<file path="src/rtl/dacu_pkg.sv">
package dacu_pkg;

  localparam int CHAN_W = 2;

  typedef enum logic [CHAN_W-1:0] {
    CH_A    = 2'd0,
    CH_B    = 2'd1,
    CH_NONE = 2'd2,
    CH_BOTH = 2'd3
  } chan_sel_e;

endpackage

</file>
<file path="src/rtl/dacu_sync.sv">
// Multi-flop synchroniser for an asynchronous pin with falling-edge pulse.
module dacu_sync #(
  parameter int   STAGES    = 2,
  parameter logic RESET_VAL = 1'b1
) (
  input  logic clk,
  input  logic rst_n,
  input  logic din,
  output logic level,
  output logic fell
);

  logic [STAGES:0] sh_q;
  logic [STAGES:0] sh_d;

  always_comb begin
    sh_d = {sh_q[STAGES-1:0], din};
  end

  always_ff @(posedge clk or negedge rst_n) begin
    if (!rst_n) begin
      sh_q <= {(STAGES+1){RESET_VAL}};
    end else begin
      sh_q <= sh_d;
    end
  end

  assign level = sh_q[STAGES-1];
  assign fell  = sh_q[STAGES] & ~sh_q[STAGES-1];

endmodule

</file>
<file path="src/rtl/dacu_ctrl.sv">
// Clear mode, write abort, commit qualification and channel decode.
module dacu_ctrl
  import dacu_pkg::*;
#(
  parameter int NUM_CH = 2
) (
  input  logic              clk,
  input  logic              rst_n,
  input  logic              clr_fell,
  input  logic              wr_active,
  input  logic              wr_strobe,
  input  logic              wr_last,
  input  logic [CHAN_W-1:0] wr_chan,
  output logic [NUM_CH-1:0] wr_sel,
  output logic              in_abort,
  output logic              clear_mode,
  output logic              hs_drop
);

  logic abort_q, abort_d;
  logic cmode_q, cmode_d;
  logic hs_q, hs_d;
  logic commit;

  assign commit = wr_strobe & wr_last & ~abort_q & ~clr_fell;

  genvar gi;
  generate
    for (gi = 0; gi < NUM_CH; gi++) begin : g_dec
      assign wr_sel[gi] = commit &
                          ((wr_chan == CHAN_W'(gi)) || (wr_chan == CH_BOTH));
    end
  endgenerate

  always_comb begin
    abort_d = abort_q;
    if (clr_fell && wr_active) begin
      abort_d = 1'b1;
    end else if (!wr_active) begin
      abort_d = 1'b0;
    end

    cmode_d = cmode_q;
    if (clr_fell) begin
      cmode_d = 1'b1;
    end else if (commit) begin
      cmode_d = 1'b0;
    end

    hs_d = clr_fell;
  end

  always_ff @(posedge clk or negedge rst_n) begin
    if (!rst_n) begin
      abort_q <= 1'b0;
      cmode_q <= 1'b0;
      hs_q    <= 1'b0;
    end else begin
      abort_q <= abort_d;
      cmode_q <= cmode_d;
      hs_q    <= hs_d;
    end
  end

  assign in_abort   = abort_q;
  assign clear_mode = cmode_q;
  assign hs_drop    = hs_q;

endmodule

</file>
<file path="src/rtl/dacu_chan.sv">
// One channel: input register, pending flag and DAC register.
module dacu_chan #(
  parameter int DATA_W = 16
) (
  input  logic              clk,
  input  logic              rst_n,
  input  logic              wr_en,
  input  logic [DATA_W-1:0] wr_data,
  input  logic              zero,
  input  logic              xfer_en,
  output logic [DATA_W-1:0] dac_q
);

  logic [DATA_W-1:0] inp_q, inp_d;
  logic [DATA_W-1:0] out_q, out_d;
  logic              pend_q, pend_d;
  logic              inp_en, out_en;

  always_comb begin
    inp_d  = inp_q;
    out_d  = out_q;
    pend_d = pend_q;
    if (zero) begin
      inp_d  = '0;
      out_d  = '0;
      pend_d = 1'b0;
    end else begin
      if (xfer_en && pend_q) begin
        out_d  = inp_q;
        pend_d = 1'b0;
      end
      if (wr_en) begin
        inp_d  = wr_data;
        pend_d = 1'b1;
      end
    end
  end

  assign inp_en = zero | wr_en;
  assign out_en = zero | (xfer_en & pend_q);

  always_ff @(posedge clk or negedge rst_n) begin
    if (!rst_n) begin
      inp_q <= '0;
    end else if (inp_en) begin
      inp_q <= inp_d;
    end
  end

  always_ff @(posedge clk or negedge rst_n) begin
    if (!rst_n) begin
      out_q <= '0;
    end else if (out_en) begin
      out_q <= out_d;
    end
  end

  always_ff @(posedge clk or negedge rst_n) begin
    if (!rst_n) begin
      pend_q <= 1'b0;
    end else begin
      pend_q <= pend_d;
    end
  end

  assign dac_q = out_q;

endmodule

</file>
<file path="src/rtl/dual_dac_update.sv">
module dual_dac_update
  import dacu_pkg::*;
#(
  parameter int DATA_W      = 16,
  parameter int SYNC_STAGES = 2
) (
  input  logic              clk,
  input  logic              rst_n,
  input  logic              wr_active,
  input  logic              wr_strobe,
  input  logic              wr_last,
  input  logic [CHAN_W-1:0] wr_chan,
  input  logic [DATA_W-1:0] wr_data,
  input  logic              ldac_n,
  input  logic              clr_n,
  output logic [DATA_W-1:0] dac_a,
  output logic [DATA_W-1:0] dac_b,
  output logic              clear_mode,
  output logic              hs_drop
);

  localparam int NUM_CH = 2;

  logic [1:0] rst_sh_q;
  logic       rst_s_n;

  always_ff @(posedge clk or negedge rst_n) begin
    if (!rst_n) begin
      rst_sh_q <= 2'b00;
    end else begin
      rst_sh_q <= {rst_sh_q[0], 1'b1};
    end
  end
  assign rst_s_n = rst_sh_q[1];

  logic ldac_lvl, ldac_fell;
  logic clr_lvl, clr_fell;
  logic [NUM_CH-1:0] wr_sel;
  logic in_abort;
  logic xfer_en;
  logic [DATA_W-1:0] dac_vec [NUM_CH];

  dacu_sync #(.STAGES(SYNC_STAGES), .RESET_VAL(1'b1)) u_ldac_sync (
    .clk(clk), .rst_n(rst_s_n), .din(ldac_n),
    .level(ldac_lvl), .fell(ldac_fell)
  );

  dacu_sync #(.STAGES(SYNC_STAGES), .RESET_VAL(1'b1)) u_clr_sync (
    .clk(clk), .rst_n(rst_s_n), .din(clr_n),
    .level(clr_lvl), .fell(clr_fell)
  );

  dacu_ctrl #(.NUM_CH(NUM_CH)) u_ctrl (
    .clk(clk), .rst_n(rst_s_n), .clr_fell(clr_fell),
    .wr_active(wr_active), .wr_strobe(wr_strobe), .wr_last(wr_last),
    .wr_chan(wr_chan), .wr_sel(wr_sel), .in_abort(in_abort),
    .clear_mode(clear_mode), .hs_drop(hs_drop)
  );

  // Load is level based: a pulse or a tied-low pin both forward pending data.
  assign xfer_en = ~ldac_lvl & clr_lvl;

  genvar gc;
  generate
    for (gc = 0; gc < NUM_CH; gc++) begin : g_ch
      dacu_chan #(.DATA_W(DATA_W)) u_chan (
        .clk(clk), .rst_n(rst_s_n), .wr_en(wr_sel[gc]), .wr_data(wr_data),
        .zero(clr_fell), .xfer_en(xfer_en), .dac_q(dac_vec[gc])
      );
    end
  endgenerate

  assign dac_a = dac_vec[0];
  assign dac_b = dac_vec[1];

  logic unused_ok;
  assign unused_ok = ldac_fell;

endmodule

</file>
<file path="config.mk">
export PLATFORM = sky130hd
export DESIGN_NAME = dual_dac_update
export DESIGN_NICKNAME = d
export VERILOG_FILES = /design/src/rtl/dacu_pkg.sv /design/src/rtl/dacu_sync.sv /design/src/rtl/dacu_ctrl.sv /design/src/rtl/dacu_chan.sv /design/src/rtl/dual_dac_update.sv
export SDC_FILE = /design/constraint.sdc
export NUM_CORES = 1
export LEC_CHECK = 0
export BUFFER_PORTS_ARGS = -buffer_cell sky130_fd_sc_hd__buf_2
export CELL_PAD_IN_SITES_DETAIL_PLACEMENT = 1
export CELL_PAD_IN_SITES_GLOBAL_PLACEMENT = 1
export CORE_UTILIZATION = 45
export DETAILED_ROUTE_END_ITERATION = 12
export PLACE_DENSITY_LB_ADDON = 0.05
export SYNTH_ARGS = -nofsm -noshare
export SYNTH_HDL_FRONTEND = slang
export SYNTH_HIERARCHICAL = 1
export SYNTH_SLANG_ARGS = --single-unit
export TNS_END_PERCENT = 20
</file>
<file path="constraint.sdc">
create_clock -name clk -period 3.3 [get_ports clk]
set_input_delay 0.66 -clock clk [delete_from_list [all_inputs] [get_ports clk]]
set_output_delay 0.66 -clock clk [all_outputs]
set_load 0.1 [all_outputs]
</file>
==> After elaboration in Yosys (flattened, before gate mapping) <==
Index checks and enable logic that the tools add are counted.
{ "op_classes": {"n_mux": 18, "add_sub_neg": 0, "n_bitwise": 17, "n_shift": 0, "n_reduce_logical": 17, "div": 0, "n_lt_le_gt_ge": 0, "n_eq_ne": 3, "mul": 0} }
{ "ops": {"columns": ["operator", "count"], "rows": [
  ["16-bit 2-to-1 mux", 8],
  ["1-bit 2-to-1 mux", 10],
  ["2-bit nonzero test", 5],
  ["1-bit AND", 9],
  ["2-bit AND reduction", 4],
  ["3-bit nonzero test", 2],
  ["1-bit inverter", 4],
  ["1-bit OR", 4],
  ["1-bit logical AND", 3],
  ["2-bit by 1-bit == test with 1-bit output (second input constant)", 1],
  ["2-bit == test (second input constant)", 1],
  ["2-bit logical NOT", 1],
  ["1-bit logical OR", 2],
  ["2-bit by 1-bit inequality test with 1-bit output (second input constant)", 1]
]} }
{ "totals": {"rom_bits": 0, "register_bits": 76, "mem_count": 0, "output_inout_bits": 34, "input_bits": 25, "mem_bits_rw": 0, "latchBits": 0} }

==> Depth between registers and ports, before layout <==
Gate-level depths: netlist of run 1.
{ "logic_depth": {"ltp_word": 7, "ltp_mapped": 7, "depth_no_buf": 5} }

==> Cells and area by module <==
The synthesis of run 1 kept the hierarchy.
{ "modules_own_cells": {"columns": ["mod", "area_per_inst_um2", "n_inst", "cells_each"], "rows": [
  ["dacu_chan", 1562.7, 2, 130],
  ["dacu_sync", 92.6, 2, 4],
  ["dacu_ctrl", 145.1, 1, 12],
  ["dual_dac_update", 67.6, 1, 4]
]} }

==> Worst setup path before layout of run 1 <==
OpenSTA, ideal clock, no wires.
{ "synth_timing": {"kind": "input to register", "from": "input port wr_chan[1]", "to": "register g_ch[0].u_chan.inp_q[0]", "t_required_ps": 3179, "stages": 7, "setup_slack_ps": 1628, "setup_ps": 121, "arrival_ps": 1551, "path_cell_list": "inv_1 -> ha_1 -> and2_1 -> buf_6 -> buf_8 -> mux2i_1 -> nor2_1"} }
{ "synth_between": {"elab_chain_len": 5} }
{ "synth_lines": {"columns": ["item", "line", "rtl"], "rows": [
  ["start, declared", "dual_dac_update.sv:12", "input logic [CHAN_W-1:0] wr_chan,"],
  ["2-bit == test or 2-bit logical NOT (tied branches)", "dacu_ctrl.sv:31", "((wr_chan == CHAN_W'(gi)) || (wr_chan == CH_BOTH));"],
  ["1-bit logical OR *", "dacu_ctrl.sv:31", null],
  ["1-bit AND *", "dacu_ctrl.sv:30", "assign wr_sel[gi] = commit &"],
  ["net wr_sel[0]", "dual_dac_update.sv:38", "logic [NUM_CH-1:0] wr_sel;"],
  ["2-bit nonzero test (no line) or 1-bit OR (tied branches)", null, null],
  ["2-bit AND reduction (no line) *", null, null],
  ["end signal, assigned", "dacu_chan.sv:46", "inp_q <= inp_d;"],
  ["end, declared", "dacu_chan.sv:14", "logic [DATA_W-1:0] inp_q, inp_d;"]
]} }
The timed path passes the listed nets; every way through them passes the cells marked *.
A chain may end at the register's enable or synchronous reset.

==> Worst setup path after layout of run 1 <==
{ "layout_timing": {"from": "register u_clr_sync.sh_q[1]", "to": "register g_ch[0].u_chan.inp_q[5]"} }
{ "layout_between": {"elab_chain_len": 7} }
{ "layout_lines": {"columns": ["item", "line", "rtl"], "rows": [
  ["start, declared", "dacu_sync.sv:13", "logic [STAGES:0] sh_q;"],
  ["start signal, assigned", "dacu_sync.sv:22", "sh_q <= {(STAGES+1){RESET_VAL}};"],
  ["1-bit inverter *", "dacu_sync.sv:29", "assign fell = sh_q[STAGES] & ~sh_q[STAGES-1];"],
  ["1-bit AND *", "dacu_sync.sv:29", null],
  ["net clr_fell", "dual_dac_update.sv:37", "logic clr_lvl, clr_fell;"],
  ["1-bit inverter *", "dacu_ctrl.sv:25", "assign commit = wr_strobe & wr_last & ~abort_q & ~clr_fell;"],
  ["1-bit AND *", "dacu_ctrl.sv:25", null],
  ["1-bit AND *", "dacu_ctrl.sv:30", null],
  ["net wr_sel[0]", "dual_dac_update.sv:38", null],
  ["2-bit nonzero test (no line) or 1-bit OR (tied branches)", null, null],
  ["2-bit AND reduction (no line) *", null, null]
]} }
Marks and branches as above.

==> flow_metrics.py, run 1 <==
metrics = {
    "status": {
        "outcome": "finished, final reports clean",
    },
    "finish": {
        "drive_above_1_share_pct": 35.4,
        "stdcell_area_um2": 3900,
        "fin_util_pct": 52.9,
        "syn_to_final_growth_pct": 11.9,
        "instances_no_fill": 432,
        "antenna_cells": 0,
        "nNetsFinal": 355,
    },
    "yosys": {
        "synth_area_um2": 3480,
        "synth_fp_nets": 309,
        "yosysWarnings": 6,
        "syn_inst": 282,
        "syn_area_per_cell_um2": 12.4,
    },
    "clocking": {
        "cts_resized": 0,
        "post_cts_buffers": 0,
        "clock_latency_ns": 0.34,
        "postCtsHoldBufs": 0,
        "path_clk_slew_ns": 0.08,
        "numCtsBuffers": 9,
        "cts.sinks": 76,
        "cts_tree": "done",
        "clockBufferDepth": 2,
        "cts_root_buf": "clkbuf_8",
        "htreeDepth": 3,
    },
    "route": {
        "viasPerCell": 5.13,
        "first_pass_iters": 4,
        "drc": 0,
        "wl_per_cell_um": 16.4,
        "wirelength_um": 7100,
        "first_iter_violations": 95,
        "vias": 2218,
        "ant_nets": 0,
    },
    "global_routing": {
        "overflow": 0,
        "grt_antenna_before_repair": 0,
        "grt_pass1_wl_um": 12300,
        "grt_max_degree": 75,
        "grt_pass1_vias": 2420,
        "grt_usage_pct": 19.1,
    },
    "die": {
        "ios": 59,
        "die_area_um2": 8100,
        "die_height_um": 90.0,
        "fp.dieW_um": 90.0,
        "core_um2": 7370,
        "rows": 31,
        "initial_core_util_pct": 47.3,
    },
    "setup_path": {
        "arrival_ns": 1.98,
        "path_buf_inv": 1,
        "cp-end-kind": "flip-flop",
        "critical_path.slowest_cell": "dfstp_2",
        "critical_path_class": "reg2reg",
        "cp_top_family": "flip-flops",
        "rr_endpoint": "g_ch[0].u_chan/inp_q[5]$_DFFE_PN0P_",
        "regToRegSetupSlack_ns": 1.50,
        "required_ns": 3.48,
        "crit_fanout": 17,
        "worstSetupStartpoint": "u_clr_sync/sh_q[1]$_DFF_PN1_",
        "critical_path.max_stage_delay_ns": 0.57,
        "crit-reg2reg-launch": "u_clr_sync/sh_q[1]$_DFF_PN1_",
        "start_kind": "flip-flop",
        "cp_cell_sequence": "nor2b_4, and4bb_1, and2_1, buf_4, mux2i_1, nor2_1",
        "worstRegToRegCells": 6,
    },
    "place": {
        "routabilityCongestion": 0.714,
        "dpl.hpwl_um": 4340,
        "dp_cells": 416,
        "dpl-instance-area_um2": 3680,
        "portBuffers": 58,
        "dp_slack_ns": 1.36,
    },
    "timing": {
        "fin_setup_tns_ns": 0,
        "period_share_pct": 54.5,
        "finalCriticalPeriod_ns": 1.80,
        "final.setup_skew_ns": 0.0120,
        "worst_pin_slew_ns": 1.07,
        "max_clock_freq_ghz": 0.556,
        "drv_slew": 0,
        "setup_viol": 0,
        "worst_slack_ns": 1.50,
        "rsz0062_at_grt": "no",
        "slew_headroom_pct": 28.7,
        "hold_violations": 0,
    },
    "power": {
        "power_density_nw_per_um2": 520,
        "ir_worst_vdd_mv": 0.248,
        "leakagePower_nw": 1.82,
    },
    "job": {
        "cap_violations": 0,
    },
    "hold_path": {
        "min_path_type": "in2async",
    },
}
==> worst max path at each step <==
stage                                           endpoint  slack [ns]  depth (start not counted)
floorplan            g_ch[0].u_chan/dac_q[0]$_DFFE_PN0P_        1.04                          0
global placement    g_ch[0].u_chan/inp_q[12]$_DFFE_PN0P_        1.41                          7
detailed placement  g_ch[0].u_chan/inp_q[13]$_DFFE_PN0P_        1.36                          7
CTS                 g_ch[0].u_chan/inp_q[14]$_DFFE_PN0P_        1.48                          6
global route         g_ch[0].u_chan/inp_q[6]$_DFFE_PN0P_        1.39                          6
finish               g_ch[0].u_chan/inp_q[5]$_DFFE_PN0P_        1.50                          6
==> state kept, by name (all words and copies together), names as in the netlist <==
name	count
u_ctrl/clear_mode	1
u_ctrl/in_abort	1
g_ch.u_chan/dac_q	32
g_ch.u_chan/pend_q	2
u_ctrl/hs_drop	1
g_ch.u_chan/inp_q	32
rst_sh_q	2
u_ldac_sync/sh_q	2
u_clr_sync/sh_q	3
==> cell type report <==
class	count	area (um^2)
Clock inverter	6	88.8
Fill cell	821	3470
Tap cell	99	124
Sequential cell	76	1910
Timing Repair Buffer	63	328
Clock buffer	10	128
Multi-Input combinational cell	175	1310
Inverter	3	11.3
==> per-layer routing <==
metal / up-vias / share of wire (%) / global-route usage, %
met4: 0 / 0.79 / 6.45
met3: 4 / 2.9 / 3.72
met2: 34 / 50 / 31.5
li1: 1051 / - / -
met5: - / 0 / 0
met1: 1129 / 46 / 25.4
==> per-stage QoR <==
step	hold slack, ns	total power, mW
floorplan	0.331	1.23
global placement	0.340	1.27
detailed placement	0.336	1.27
CTS	0.0705	2.05
global route	0.0713	2.12
finish	0.0902	2.03
==> cell usage in the layout (no fill, tap or decap), drive strengths merged <==
cell,count
mux2i,32
and4bb,1
nand2b,2
ha,2
clkinvlp,2
clkbuf,10
buf,63
inv,3
nor2,34
nand3,32
o21a,2
a21bo,32
a21oi,34
clkinv,2
dfrtp,71
bufinv,2
dfstp,5
and2,1
conb,1
nor2b,2
==> report_power, final <==
part / internal, mW / switching (mW)
Clock: 0.426 / 0.348
Sequential: 0.981 / 0.0622
Combinational: 0.0624 / 0.148
Total: 1.47 / 0.558
No activity file was read; power rests on OpenSTA's default activity.
==> inputs of run 2 (changes only) <==
--- a/config.mk
+++ b/config.mk
@@ -5,10 +5,11 @@
 export SDC_FILE = /design/constraint.sdc
 export NUM_CORES = 1
 export LEC_CHECK = 0
+export ABC_AREA = 1
 export BUFFER_PORTS_ARGS = -buffer_cell sky130_fd_sc_hd__buf_2
 export CELL_PAD_IN_SITES_DETAIL_PLACEMENT = 1
 export CELL_PAD_IN_SITES_GLOBAL_PLACEMENT = 1
-export CORE_UTILIZATION = 45
+export CORE_UTILIZATION = 42
 export DETAILED_ROUTE_END_ITERATION = 12
 export PLACE_DENSITY_LB_ADDON = 0.05
 export SYNTH_ARGS = -nofsm -noshare
==> constraint.sdc (replaced) <==
create_clock -name clk -period 1.88 [get_ports clk]
set_input_delay 0.376 -clock clk [delete_from_list [all_inputs] [get_ports clk]]
set_output_delay 0.376 -clock clk [all_outputs]
set_load 0.1 [all_outputs]
==> flow_metrics.py, run 2 <==
metrics = {
    "status": {
        "outcome": "finished, final reports clean",
    },
    "setup_path": {
        "cp_cell_sequence": "buf_2",
        "worstRegToRegCells": 8,
        "crit_fanout": 2,
        "critical_path_class": "reg2out",
        "start_kind": "flip-flop",
        "critical_path.slowest_cell": "buf_2",
        "cp_top_family": "buffers and inverters",
        "critical_path.max_stage_delay_ns": 0.44,
        "cp-end-kind": "output port",
        "path_buf_inv": 1,
        "path_depth": 1,
        "arrival_ns": 1.16,
        "required_ns": 1.50,
    },
    "timing": {
        "fin_setup_tns_ns": 0,
        "worst_pin_slew_ns": 0.578,
        "period_share_pct": 81.7,
        "setup_viol": 0,
        "rsz0062_at_grt": "no",
        "holdWs_ns": 0.119,
        "slew_headroom_pct": 61.5,
        "max_clock_freq_ghz": 0.651,
        "drv_slew": 0,
        "finalCriticalPeriod_ns": 1.54,
        "hold_violations": 0,
        "final.setup_skew_ns": 0.00948,
    },
    "route": {
        "first_pass_iters": 4,
        "ant_nets": 0,
        "first_iter_violations": 126,
        "viasPerCell": 4.83,
        "wl_per_cell_um": 14.3,
        "drc": 0,
        "vias": 2659,
        "wirelength_um": 7860,
    },
    "yosys": {
        "synth_area_um2": 3500,
        "yosysWarnings": 6,
        "synth_fp_nets": 413,
        "syn_inst": 386,
        "syn_area_per_cell_um2": 9.06,
    },
    "finish": {
        "nNetsFinal": 470,
        "n_fill_cell": 957,
        "final_common_cell": "nand2_1",
        "instances_no_fill": 550,
        "mostFrequentLayoutCells": "nand2_1 (94), dfrtp_1 (70), nand3_1 (66), buf_2 (58), nand2_2 (40)",
        "drive_above_1_share_pct": 30.6,
        "syn_to_final_growth_pct": 15.5,
        "fin_util_pct": 51.2,
        "antenna_cells": 0,
        "stdcell_area_um2": 4040,
    },
    "die": {
        "die_area_um2": 8690,
        "fp.dieW_um": 93.2,
        "die_height_um": 93.2,
        "core_um2": 7890,
        "ios": 59,
        "initial_core_util_pct": 44.3,
        "rows": 32,
    },
    "clocking": {
        "numCtsBuffers": 9,
        "cts_root_buf": "clkbuf_8",
        "htreeDepth": 3,
        "cts.sinks": 76,
        "cts_tree": "done",
        "path_clk_slew_ns": 0.08,
        "clockBufferDepth": 2,
        "clock_latency_ns": 0.35,
        "post_cts_buffers": 0,
    },
    "place": {
        "portBuffers": 58,
        "dp_cells": 533,
        "dpl.hpwl_um": 5510,
        "dpl-instance-area_um2": 3790,
        "routabilityCongestion": 0.732,
    },
    "global_routing": {
        "grt_pass1_wl_um": 13500,
        "grt_usage_pct": 20.3,
        "grt_pass1_vias": 2771,
        "grt_max_degree": 36,
        "grt_antenna_before_repair": 0,
        "overflow": 0,
    },
    "power": {
        "power_density_nw_per_um2": 1040,
        "leakagePower_nw": 2.27,
        "ir_worst_vdd_mv": 0.376,
    },
    "hold_path": {
        "min_path_type": "in2reg",
        "hold_path_depth": 1,
    },
    "job": {
        "cap_violations": 0,
    },
}
[run 2: final timing paths]
path	startpoint	end	slack, ns
worst max-delay path	g_ch[0].u_chan/dac_q[0]$_DFFE_PN0P_	dac_a[0]	0.34
worst min-delay path	clr_n	u_clr_sync/sh_q[0]$_DFF_PN1_	0.12
worst max register to register	u_clr_sync/sh_q[1]$_DFF_PN1_	g_ch[0].u_chan/inp_q[4]$_DFFE_PN0P_	0.35
worst min register to register	rst_sh_q[1]$_DFF_PN0_	u_ctrl/hs_drop$_DFF_PN0_	0.26
max in group asynchronous	rst_sh_q[1]$_DFF_PN0_	g_ch[1].u_chan/dac_q[11]$_DFFE_PN0P_	0.98
min in group asynchronous	rst_sh_q[1]$_DFF_PN0_	u_ctrl/hs_drop$_DFF_PN0_	0.26
[run 2: stage by stage]
stage,power [mW],worst slack [ns]
floorplan,2.61,0.405
finish,4.20,0.344
CTS,4.26,0.317
detailed placement,2.77,0.355
global route,4.38,0.164
global placement,2.76,0.383
[run 2: layout make-up]
class                      count  area (um^2)  area share [%]
sequential                    76         1910            47.3
multi-input combinational    250         1230            30.5
timing repair buffer          66          365            9.05
clock buffer                  13          169            4.18
inverter                      40          165            4.09
tap                          102          128            3.16
clock inverter                 3         67.6            1.67
[run 2: report_power, final]
group	internal [mW]	leakage [nW]	total, mW	switching [mW]
Combinational	0.172	1.14	0.897	0.724
Sequential	1.76	1.01	1.84	0.0780
Clock	0.858	0.116	1.47	0.609
Total	2.79	2.27	4.20	1.41
[run 2: routing by layer]
| metal | track usage, % | routed length [um] | vias to the layer above |
|---|---|---|---|
| met2 | 32.1 | 3750 | 39 |
| met5 | 0 | 0 | - |
| li1 | - | - | 1293 |
| met4 | 8.08 | 108 | 0 |
| met3 | 3.09 | 190 | 8 |
| met1 | 27.9 | 3810 | 1319 |
[run 2: timing repair]
action,4_1_cts,5_1_grt
hold buffers,1,0
resized for setup,0,0
hold endpoints to repair,2,0
